[src/rtl/steer_pkg.sv]
package steer_pkg;

    localparam int OFS_W  = 24;
    localparam int NCLASS = 4;
    localparam int CLS_W  = $clog2(NCLASS);

    // Priority order: lower value wins when windows overlap.
    typedef enum logic [CLS_W-1:0] {
        CLS_BANK    = 2'd0,
        CLS_MSLICE  = 2'd1,
        CLS_NODE    = 2'd2,
        CLS_CLUSTER = 2'd3
    } steer_class_e;

    typedef struct packed {
        logic [OFS_W-1:0] lo;
        logic [OFS_W-1:0] hi;
    } span_t;

endpackage

[src/rtl/steer_span_match.sv]
module steer_span_match #(
    parameter int NCLS  = 4,
    parameter int NSPAN = 2,
    parameter steer_pkg::span_t [NCLS*NSPAN-1:0] TBL = '0
) (
    input  logic [steer_pkg::OFS_W-1:0] ofs,
    output logic [NCLS-1:0]             cls_hit
);

    logic [NCLS*NSPAN-1:0] span_hit;

    generate
        for (genvar c = 0; c < NCLS; c++) begin : g_cls
            for (genvar s = 0; s < NSPAN; s++) begin : g_span
                assign span_hit[c*NSPAN+s] = (ofs >= TBL[c*NSPAN+s].lo) &&
                                             (ofs <= TBL[c*NSPAN+s].hi);
            end
            assign cls_hit[c] = |span_hit[c*NSPAN +: NSPAN];
        end
    endgenerate

endmodule

[src/rtl/steer_lowbit.sv]
module steer_lowbit #(
    parameter  int W  = 8,
    localparam int IW = (W > 1) ? $clog2(W) : 1
) (
    input  logic [W-1:0]  vec,
    output logic [IW-1:0] idx,
    output logic          found
);

    // Scan from the top so the last assignment is the lowest set bit.
    always_comb begin
        idx   = '0;
        found = 1'b0;
        for (int i = W - 1; i >= 0; i--) begin
            if (vec[i]) begin
                idx   = IW'(i);
                found = 1'b1;
            end
        end
    end

endmodule

[src/rtl/steer_avail.sv]
module steer_avail #(
    parameter  int FUSE_W    = 3,
    parameter  int NMS       = 4,
    parameter  int CL_PER_MS = 8,
    localparam int NCL       = NMS * CL_PER_MS,
    localparam int NBANK     = 2 * FUSE_W
) (
    input  logic [FUSE_W-1:0] bank_fuse,
    input  logic [NMS-1:0]    memcache_en,
    input  logic [NCL-1:0]    cluster_en,
    output logic [NBANK-1:0]  bank_mask,
    output logic [NMS-1:0]    mslice_mask
);

    generate
        // One fuse bit covers a pair of banks.
        for (genvar i = 0; i < FUSE_W; i++) begin : g_bank
            assign bank_mask[2*i +: 2] = {2{bank_fuse[i]}};
        end
        // A slice lives if its cache or any of its clusters lives.
        for (genvar m = 0; m < NMS; m++) begin : g_ms
            assign mslice_mask[m] = memcache_en[m] | (|cluster_en[m*CL_PER_MS +: CL_PER_MS]);
        end
    endgenerate

endmodule

[src/rtl/steer_target_resolver.sv]
module steer_target_resolver
    import steer_pkg::*;
#(
    parameter  int FUSE_W        = 3,
    parameter  int NMSLICE       = 4,
    parameter  int CL_PER_MSLICE = 8,
    parameter  int CL_PER_GROUP  = 4,
    parameter  int ID_W          = 6,
    parameter  int NSPAN         = 2,
    parameter  span_t [NCLASS*NSPAN-1:0] SPAN_TBL = {
        {24'h00B200, 24'h00B2FF},   // cluster, window 1
        {24'h005200, 24'h0052FF},   // cluster, window 0
        {24'h00D800, 24'h00D8FF},   // node, window 1
        {24'h00B000, 24'h00B0FF},   // node, window 0
        {24'h00E900, 24'h00FFFF},   // memory slice, window 1
        {24'h00DD00, 24'h00DDFF},   // memory slice, window 0
        {24'h024000, 24'h0240FF},   // bank, window 1
        {24'h00B100, 24'h00B3FF}    // bank, window 0
    },
    localparam int NCLUSTER = NMSLICE * CL_PER_MSLICE,
    localparam int NBANK    = 2 * FUSE_W,
    localparam int BANK_IW  = (NBANK > 1) ? $clog2(NBANK) : 1,
    localparam int MS_IW    = (NMSLICE > 1) ? $clog2(NMSLICE) : 1,
    localparam int CL_IW    = (NCLUSTER > 1) ? $clog2(NCLUSTER) : 1
) (
    input  logic               clk,
    input  logic               rst_n,
    input  logic               req_valid,
    input  logic [OFS_W-1:0]   req_offset,
    input  logic [FUSE_W-1:0]  bank_fuse,
    input  logic [NMSLICE-1:0] memcache_en,
    input  logic [NCLUSTER-1:0] cluster_en,
    input  logic [ID_W-1:0]    dflt_group,
    input  logic [ID_W-1:0]    dflt_inst,
    output logic               rsp_valid,
    output logic               rsp_hit,
    output logic [CLS_W-1:0]   rsp_class,
    output logic [ID_W-1:0]    rsp_group,
    output logic [ID_W-1:0]    rsp_inst
);

    typedef enum logic {
        ST_IDLE = 1'b0,
        ST_RESP = 1'b1
    } st_e;

    st_e state_q, state_d;

    logic [NCLASS-1:0]  cls_hit;
    logic [CLS_W-1:0]   win_cls;
    logic               any_hit;
    logic [NBANK-1:0]   bank_mask;
    logic [NMSLICE-1:0] mslice_mask;
    logic [BANK_IW-1:0] bank_idx;
    logic [MS_IW-1:0]   ms_idx;
    logic [CL_IW-1:0]   cl_idx;
    logic               bank_any, ms_any, cl_any;

    logic               nxt_hit;
    logic [CLS_W-1:0]   nxt_class;
    logic [ID_W-1:0]    nxt_group;
    logic [ID_W-1:0]    nxt_inst;

    steer_span_match #(
        .NCLS  (NCLASS),
        .NSPAN (NSPAN),
        .TBL   (SPAN_TBL)
    ) u_match (
        .ofs     (req_offset),
        .cls_hit (cls_hit)
    );

    steer_lowbit #(.W(NCLASS)) u_pick_cls (
        .vec   (cls_hit),
        .idx   (win_cls),
        .found (any_hit)
    );

    steer_avail #(
        .FUSE_W    (FUSE_W),
        .NMS       (NMSLICE),
        .CL_PER_MS (CL_PER_MSLICE)
    ) u_avail (
        .bank_fuse   (bank_fuse),
        .memcache_en (memcache_en),
        .cluster_en  (cluster_en),
        .bank_mask   (bank_mask),
        .mslice_mask (mslice_mask)
    );

    steer_lowbit #(.W(NBANK)) u_pick_bank (
        .vec   (bank_mask),
        .idx   (bank_idx),
        .found (bank_any)
    );

    steer_lowbit #(.W(NMSLICE)) u_pick_ms (
        .vec   (mslice_mask),
        .idx   (ms_idx),
        .found (ms_any)
    );

    steer_lowbit #(.W(NCLUSTER)) u_pick_cl (
        .vec   (cluster_en),
        .idx   (cl_idx),
        .found (cl_any)
    );

    // Target derivation; an empty mask leaves the index at zero.
    always_comb begin
        nxt_hit   = any_hit;
        nxt_class = '0;
        nxt_group = dflt_group;
        nxt_inst  = dflt_inst;
        if (any_hit) begin
            nxt_class = win_cls;
            unique case (steer_class_e'(win_cls))
                CLS_BANK: begin
                    nxt_group = '0;
                    nxt_inst  = bank_any ? ID_W'(bank_idx) : '0;
                end
                CLS_MSLICE: begin
                    nxt_group = ms_any ? ID_W'(ms_idx) : '0;
                    nxt_inst  = '0;
                end
                CLS_NODE: begin
                    nxt_group = ms_any ? ID_W'({ms_idx, 1'b0}) : '0;
                    nxt_inst  = '0;
                end
                CLS_CLUSTER: begin
                    nxt_group = cl_any ? ID_W'(cl_idx / CL_IW'(CL_PER_GROUP)) : '0;
                    nxt_inst  = cl_any ? ID_W'(cl_idx % CL_IW'(CL_PER_GROUP)) : '0;
                end
                default: begin
                    nxt_group = '0;
                    nxt_inst  = '0;
                end
            endcase
        end
    end

    // Next-state logic
    always_comb begin
        state_d = state_q;
        unique case (state_q)
            ST_IDLE: if (req_valid)  state_d = ST_RESP;   // req_seen
            ST_RESP: if (!req_valid) state_d = ST_IDLE;   // req_gone, else req_again
            default: state_d = ST_IDLE;
        endcase
    end

    // State register
    always_ff @(posedge clk) begin
        if (!rst_n) state_q <= ST_IDLE;
        else        state_q <= state_d;
    end

    // Output registers, loaded only on a request
    always_ff @(posedge clk) begin
        if (!rst_n) begin
            rsp_hit   <= 1'b0;
            rsp_class <= '0;
            rsp_group <= '0;
            rsp_inst  <= '0;
        end else if (req_valid) begin
            rsp_hit   <= nxt_hit;
            rsp_class <= nxt_class;
            rsp_group <= nxt_group;
            rsp_inst  <= nxt_inst;
        end
    end

    assign rsp_valid = (state_q == ST_RESP);

endmodule

[config.mk]
export PLATFORM = sky130hd
export DESIGN_NAME = steer_target_resolver
export DESIGN_NICKNAME = d
export VERILOG_FILES = /design/src/rtl/steer_pkg.sv /design/src/rtl/steer_span_match.sv /design/src/rtl/steer_lowbit.sv /design/src/rtl/steer_avail.sv /design/src/rtl/steer_target_resolver.sv
export SDC_FILE = /design/constraint.sdc
export NUM_CORES = 1
export LEC_CHECK = 0
export ABC_AREA = 1
export ABC_CLOCK_PERIOD_IN_PS = 1700
export BUFFER_PORTS_ARGS = -buffer_cell sky130_fd_sc_hd__buf_2
export CORE_ASPECT_RATIO = 0.7
export CORE_MARGIN = 3
export CORE_UTILIZATION = 40
export DETAILED_ROUTE_END_ITERATION = 7
export PLACE_DENSITY = 0.88
export SYNTH_ARGS = -nofsm -noshare
export SYNTH_HDL_FRONTEND = slang
export SYNTH_SLANG_ARGS = --single-unit
[constraint.sdc]
create_clock -name clk -period 1.7 [get_ports clk]
set_input_delay 0.085 -clock clk [delete_from_list [all_inputs] [get_ports clk]]
set_output_delay 0.085 -clock clk [all_outputs]
set_load 0.02 [all_outputs]
==> results.toml, run 1 <==
[run_status]
status = "complete, but fails checks"
violations = "negative setup slack"

[timing]
max_freq_mhz = 585.8
slew_headroom = 0.7059
period_share = 1.004
slew_violations = 0
fin_skew_ns = 0
rsz0062_at_grt = "yes"
hold_violations = 0
layout_setup_ws_ns = -0.007084
min_period_ns = 1.707
tightest_slew_ns = 0.4378
setup_violations = 1

[global_routing]
busiest_layer = "met2"
met3_usage = 0.03168
grt_max_degree = 13
grt-ovfl-total = 0
grt_antenna_before_repair = 0
grt_use_met2 = 0.3699
grt_pass1_vias = 2013
grtUsageMet1 = 0.2436
grt_pass1_wl_um = 8217
grt_usage = 0.1946

[critical_path]
required_ns = 1.83
worstPathArrival_ns = 1.84
criticalPathCategory = "input pin to flop"
start_kind = "input pin"
reg2reg_depth = 2
r2r_slack_ns = 0.97
worstSetupEndpointType = "flop"
rr_startpoint = "rsp_inst[2]"
r2r_end = "rsp_inst[2]"
cp_max_fo = 4

[cells_and_area]
area_delta_synth_final_pct = 55.08
drive_gt1_frac = 0.4098
fin_area_um2 = 2561
fillers = 348
final_util = 0.6851
multi_input_area_um2 = 1169
nets = 507
register_area_um2 = 320.3
antenna_cells = 0

[place]
place_worst_setup_slack_ns = -0.3559
post-dp-hpwl_um = 4561
dpl_cell_area_um2 = 2405
place.port_buffers = 93
gp_congestion = 0.9339

[synth]
synth_compound_area_frac = 0.1773
yosys-mux-area-fraction = 0
yosysSeqAreaShare = 0.1939
synth_fa_ha_area_frac = 0
synth_edf_count = 0
yosys.area_share.simple = 0.4894
yosysWarningCount = 0
synth.most_common_cell = "nand2_1"
synth_ff_type = "dfxtp_1"
synth-xor-area-share = 0
async_flop_share = 0
synth_top_area_frac = 0.1939
synth.avg_cell_area_um2 = 5.561
synthTopCellsByCount = "84 x nand2_1, 49 x inv_1, 43 x nor2_1"
syn_nets = 375
ys_types = 38
synth_top_family_by_area = "simple AND/OR/NAND/NOR gates"
synth.area.top_cells = "dfxtp_1 19%, nand2_1 19%, inv_1 11%"
synthCells = 297
ys_seq_elements = 16
synth_area_um2 = 1652
synth_area_leader_cell = "dfxtp_1"

[clock_network]
path_clk_slew_ns = 0.06
cts.sinks = 16
htreeDepth = 1
cts_tree = "done"
cts_buffer_depth = 2
cts-buffers-inserted = 3
clkLatencyLatePin_ns = 0.24
root_buffer = "clkbuf_8"

[floorplanning]
fp.dieH_um = 59.76
rows = 18
io_pins = 94
start_util = 0.4418
die-area_um2 = 4948
coreArea_um2 = 3739
die_w_um = 82.80

[power]
p_per_area_nw_per_um2 = 418.8
p_leak_nw = 1.365
clkPwrFrac = 0.256
power_frac_seq = 0.380
ir_drop_mv = 0.3752
pwr-share-comb = 0.365
p_sw_frac = 0.3186
p_int_uw = 730.9
p_sw_uw = 341.7
total_power_mw = 1.073

[drt]
drt_wl_total_um = 5569
first_pass_iters = 5
vias = 2321
antenna_left = 0
routed_via_density = 4.866
post-route-drc-count = 0
wire_per_inst_um = 11.68
drt_iter0_drc = 161

[worst_hold_path]
min-delay-path-class = "input pin to flop"
hold_depth = 3
whs_endpoint = "rsp_inst[3]"
worstHoldStart = "dflt_inst[3]"

[flow_run]
drv_cap = 0
[final cells by class]
cell class,count,area share
Clock buffer,3,0.01612
Inverter,59,0.08696
Multi-Input combinational cell,220,0.4563
Sequential cell,16,0.1251
Tap cell,50,0.02443
Timing Repair Buffer,129,0.2912
[power groups by stage]
stage | Sequential (mW) | Combinational [mW] | Clock [mW]
floorplan | 0.439 | 0.136 | 0
global placement | 0.412 | 0.354 | 0
detailed placement | 0.414 | 0.366 | 0
CTS | 0.406 | 0.373 | 0.274
global route | 0.409 | 0.430 | 0.290
finish | 0.407 | 0.391 | 0.274
[through the flow]
stage	hold slack, ns	std cells	setup TNS [ns]
5_1_grt	0.09843	477	-0.5423
2_1_floorplan	0.2147	297	0
4_1_cts	0.08913	472	0
3_5_place_dp	0.3418	469	-2.539
3_3_place_gp	0.3329	469	-1.088
6_report	0.08984	477	-0.007084
[placed cells by master (no fill, tap or decap), types with 3 or more instances in the layout]
master | synthesis | final
nand2_1 | 84 | 83
nor2_1 | 43 | 38
nand2_2 | 6 | 7
inv_2 | 8 | 9
nand3_1 | 9 | 9
nand4_1 | 7 | 7
nor3_1 | 4 | 4
buf_4 | 0 | 35
inv_1 | 49 | 48
nor2_2 | 3 | 8
o21ai_1 | 5 | 5
dfxtp_1 | 16 | 16
buf_2 | 0 | 92
o21ai_0 | 6 | 6
nor4_1 | 7 | 5
a21oi_1 | 19 | 19
clkbuf_8 | 0 | 3
[metal layers]
layer	vias up	part of all wire	wire, µm
met5	-	0	0
li1	1214	-	-
met4	0	0.0050	28
met3	5	0.070	388
met2	85	0.51	2818
met1	1017	0.42	2335
[cells by family (layout without fill, tap and decap cells)]
kind of cell | count (synthesis) | count (layout)
flip-flops | 16 | 16
buffers and inverters | 61 | 191
AND/OR/NAND/NOR | 173 | 173
AO/OA/AOI/OAI | 47 | 47
[critical path: stages]
cell      delay (ns)
buf_2           0.12
nor4_4          0.29
nand2_2         0.11
clkinv_2        0.08
nand2_2         0.06
o32ai_2         0.23
a21oi_1         0.12
and3_1          0.18
nand3b_4        0.16
nand2_1         0.09
nor2_2          0.05
nand2_2         0.06
nand3_2         0.06
o211ai_2        0.07
a21oi_1         0.08
[state kept, by name, indices dropped and copies added (netlist names)]
name and count:
rsp_class 2, rsp_group 6, rsp_hit 1, rsp_inst 6, rsp_valid 1
[worst max path at each step]
stage | startpoint | end
finish | req_offset[16] | rsp_inst[1]
global route | cluster_en[31] | rsp_inst[0]
CTS | req_offset[16] | rsp_inst[1]
detailed placement | req_offset[16] | rsp_inst[1]
global placement | req_offset[16] | rsp_inst[1]
floorplan | req_offset[16] | rsp_inst[1]
[timing repair]
| action | in CTS | in global routing |
|---|---|---|
| endpoints found under the setup margin | 3 | 10 |
| hold buffers | 0 | 0 |
| setup buffers | 0 | 5 |
| pin swaps | 1 | 2 |
| resized for setup | 2 | 17 |
(Power assumes the default switching activity.)
==> inputs of run 2 (changes only) <==
BUFFER_PORTS_ARGS = default   (was -buffer_cell sky130_fd_sc_hd__buf_2)
CORE_UTILIZATION = 55   (was 40)
DONT_BUFFER_PORTS = 1   (was default)
PLACE_DENSITY = 0.84   (was 0.88)
SLEW_MARGIN = 20   (was default)
==> results.toml, run 2 (same netlist as run 1, synthesis figures left out) <==
[drt]
m1WireLength_um = 1837
wire_per_inst_um = 13.15
top_layer = "met4"
wl_met2_um = 2150
post-route-drc-count = 0
antenna_left = 0
first_pass_iters = 4
drt_wl_total_um = 4576
drt_iter0_drc = 61
vias = 1908
routed_via_density = 5.483
wl_met3_um = 529

[floorplanning]
io_pins = 94
coreArea_um2 = 2646
die_w_um = 71.50
rows = 15
die-area_um2 = 3707
start_util = 0.6241
fp.dieH_um = 51.85

[timing]
slew_violations = 0
setup_violations = 0
period_share = 0.9384
rsz0062_at_grt = "yes"
min_period_ns = 1.595
layout_setup_ws_ns = 0.1048
setup-tns-final_ns = 0
max_freq_mhz = 626.9
tightest_slew_ns = 0.4065
fin_skew_ns = 0
slew_headroom = 0.7278
hold_violations = 0

[critical_path]
cpPeakStageDelay_ns = 0.25
criticalPathCategory = "input pin to flop"
worstSetupEndpointType = "flop"
required_ns = 1.84
reg2reg_depth = 2
worstPathArrival_ns = 1.73
r2r_end = "rsp_group[0]"
start_kind = "input pin"
crit_path_top_delay_cell = "nor4_2"
r2r_slack_ns = 0.86
rr_startpoint = "rsp_group[0]"
cp_cell_sequence = "nor4_2 > nand2_1 > clkinv_2 > nand2_2 > o32ai_2 > a21oi_1 > and3_1 > nand3b_4 > nand2_1 > nor2_2 > nand2_2 > nand3_2 > o211ai_2 > a21oi_1"
cp_max_fo = 3

[clock_network]
root_buffer = "clkbuf_8"
cts.sinks = 16
htreeDepth = 1
postCtsSetupBuffers = 0
clkLatencyLatePin_ns = 0.26
cts-buffers-inserted = 3
cts_tree = "done"
cts_buffer_depth = 2
path_clk_slew_ns = 0.06

[worst_hold_path]
whs_endpoint = "rsp_inst[0]"
hold_depth = 3
min-delay-path-class = "input pin to flop"
worstHoldStart = "cluster_en[0]"

[place]
gp_congestion = 0.8371
place.port_buffers = 0
place_worst_setup_slack_ns = -0.1620
post-dp-hpwl_um = 3552
dpl_cell_area_um2 = 1732

[cells_and_area]
fillers = 235
drive_gt1_frac = 0.1465
antenna_cells = 0
fin_area_um2 = 1904
nets = 393
final_util = 0.7196
area_delta_synth_final_pct = 15.30
mostFrequentLayoutCell = "nand2_1"
final_cell_mix = "83 x nand2_1, 48 x inv_1, 41 x nor2_1"
reg_top3 = "rsp_group (6), rsp_inst (6), rsp_class (2)"

[power]
total_power_uw = 963.0
ir_drop_mv = 0.6893
p_leak_nw = 0.8698
p_per_area_nw_per_um2 = 505.7

[global_routing]
grt_pass1_wl_um = 7176
grt_max_degree = 13
grt_pass1_vias = 1841
grt_antenna_before_repair = 0
grt-ovfl-total = 0
grt_usage = 0.2413

[run_status]
status = "complete, no violations"

[flow_run]
drv_cap = 0
-- run 2: changes by cell type in the layout (fill, tap and decap cells not counted), moves of 3 or more --
cell / delta
buf_2: -92
buf_4: -29
dlygate4sd3_1: +9
nor2_1: +3
nor2_2: -3
-- run 2: area by class of cell --
type                    count  area [µm²]  share of cell area
inverters                  59       227.7              0.1196
multi-input cells         220        1124              0.5900
well taps                  34       42.54             0.02234
clock buffers               4       55.05             0.02891
repair buffers             15       135.1             0.07096
flip-flops and latches     16       320.3              0.1682
-- run 2: worst max path at each step --
stage / startpoint / endpoint / slack [ns]
after floorplan: req_offset[16] / rsp_inst[1] / 0.03
after global placement: req_offset[16] / rsp_inst[1] / -0.08
after detailed placement: req_offset[16] / rsp_inst[1] / -0.16
after CTS: req_offset[16] / rsp_inst[1] / 0.09
after global routing: cluster_en[30] / rsp_inst[0] / -0.17
final: req_offset[16] / rsp_inst[1] / 0.10
-- run 2: where the power goes --
group          internal, mW  switching [mW]  leakage, nW  total, mW
Sequential            0.396          0.0407        0.132      0.437
Combinational        0.0785           0.105        0.709      0.183
Clock                 0.206           0.137       0.0288      0.343
-- run 2: metrics by stage --
stage,hold WS (ns),instances
final,0.01351,348
after floorplan,0.2147,297
after global routing,0.03485,348
after detailed placement,0.1838,335
after global placement,0.1824,335
after CTS,0.01379,348
-- run 2: timing repair --
| action | in CTS | in global routing |
|---|---|---|
| endpoints found under the hold margin | 13 | 0 |
| resized for setup | 0 | 9 |
| hold buffers | 9 | 0 |
| setup endpoints to repair | 0 | 5 |
-- run 2: layer usage --
metal  vias to the layer above  track usage
li1                        985            -
met1                       828       0.2737
met2                        87       0.4192
met3                         8      0.09459
met4                         0      0.07500
met5                         -            0
-- run 2: critical path: cells and delay by family --
kind	cells	cell delay [ns]
buffers and inverters	1	0.10
and+or+nand+nor	9	1.04
AOI/OAI and AO/OA	4	0.50
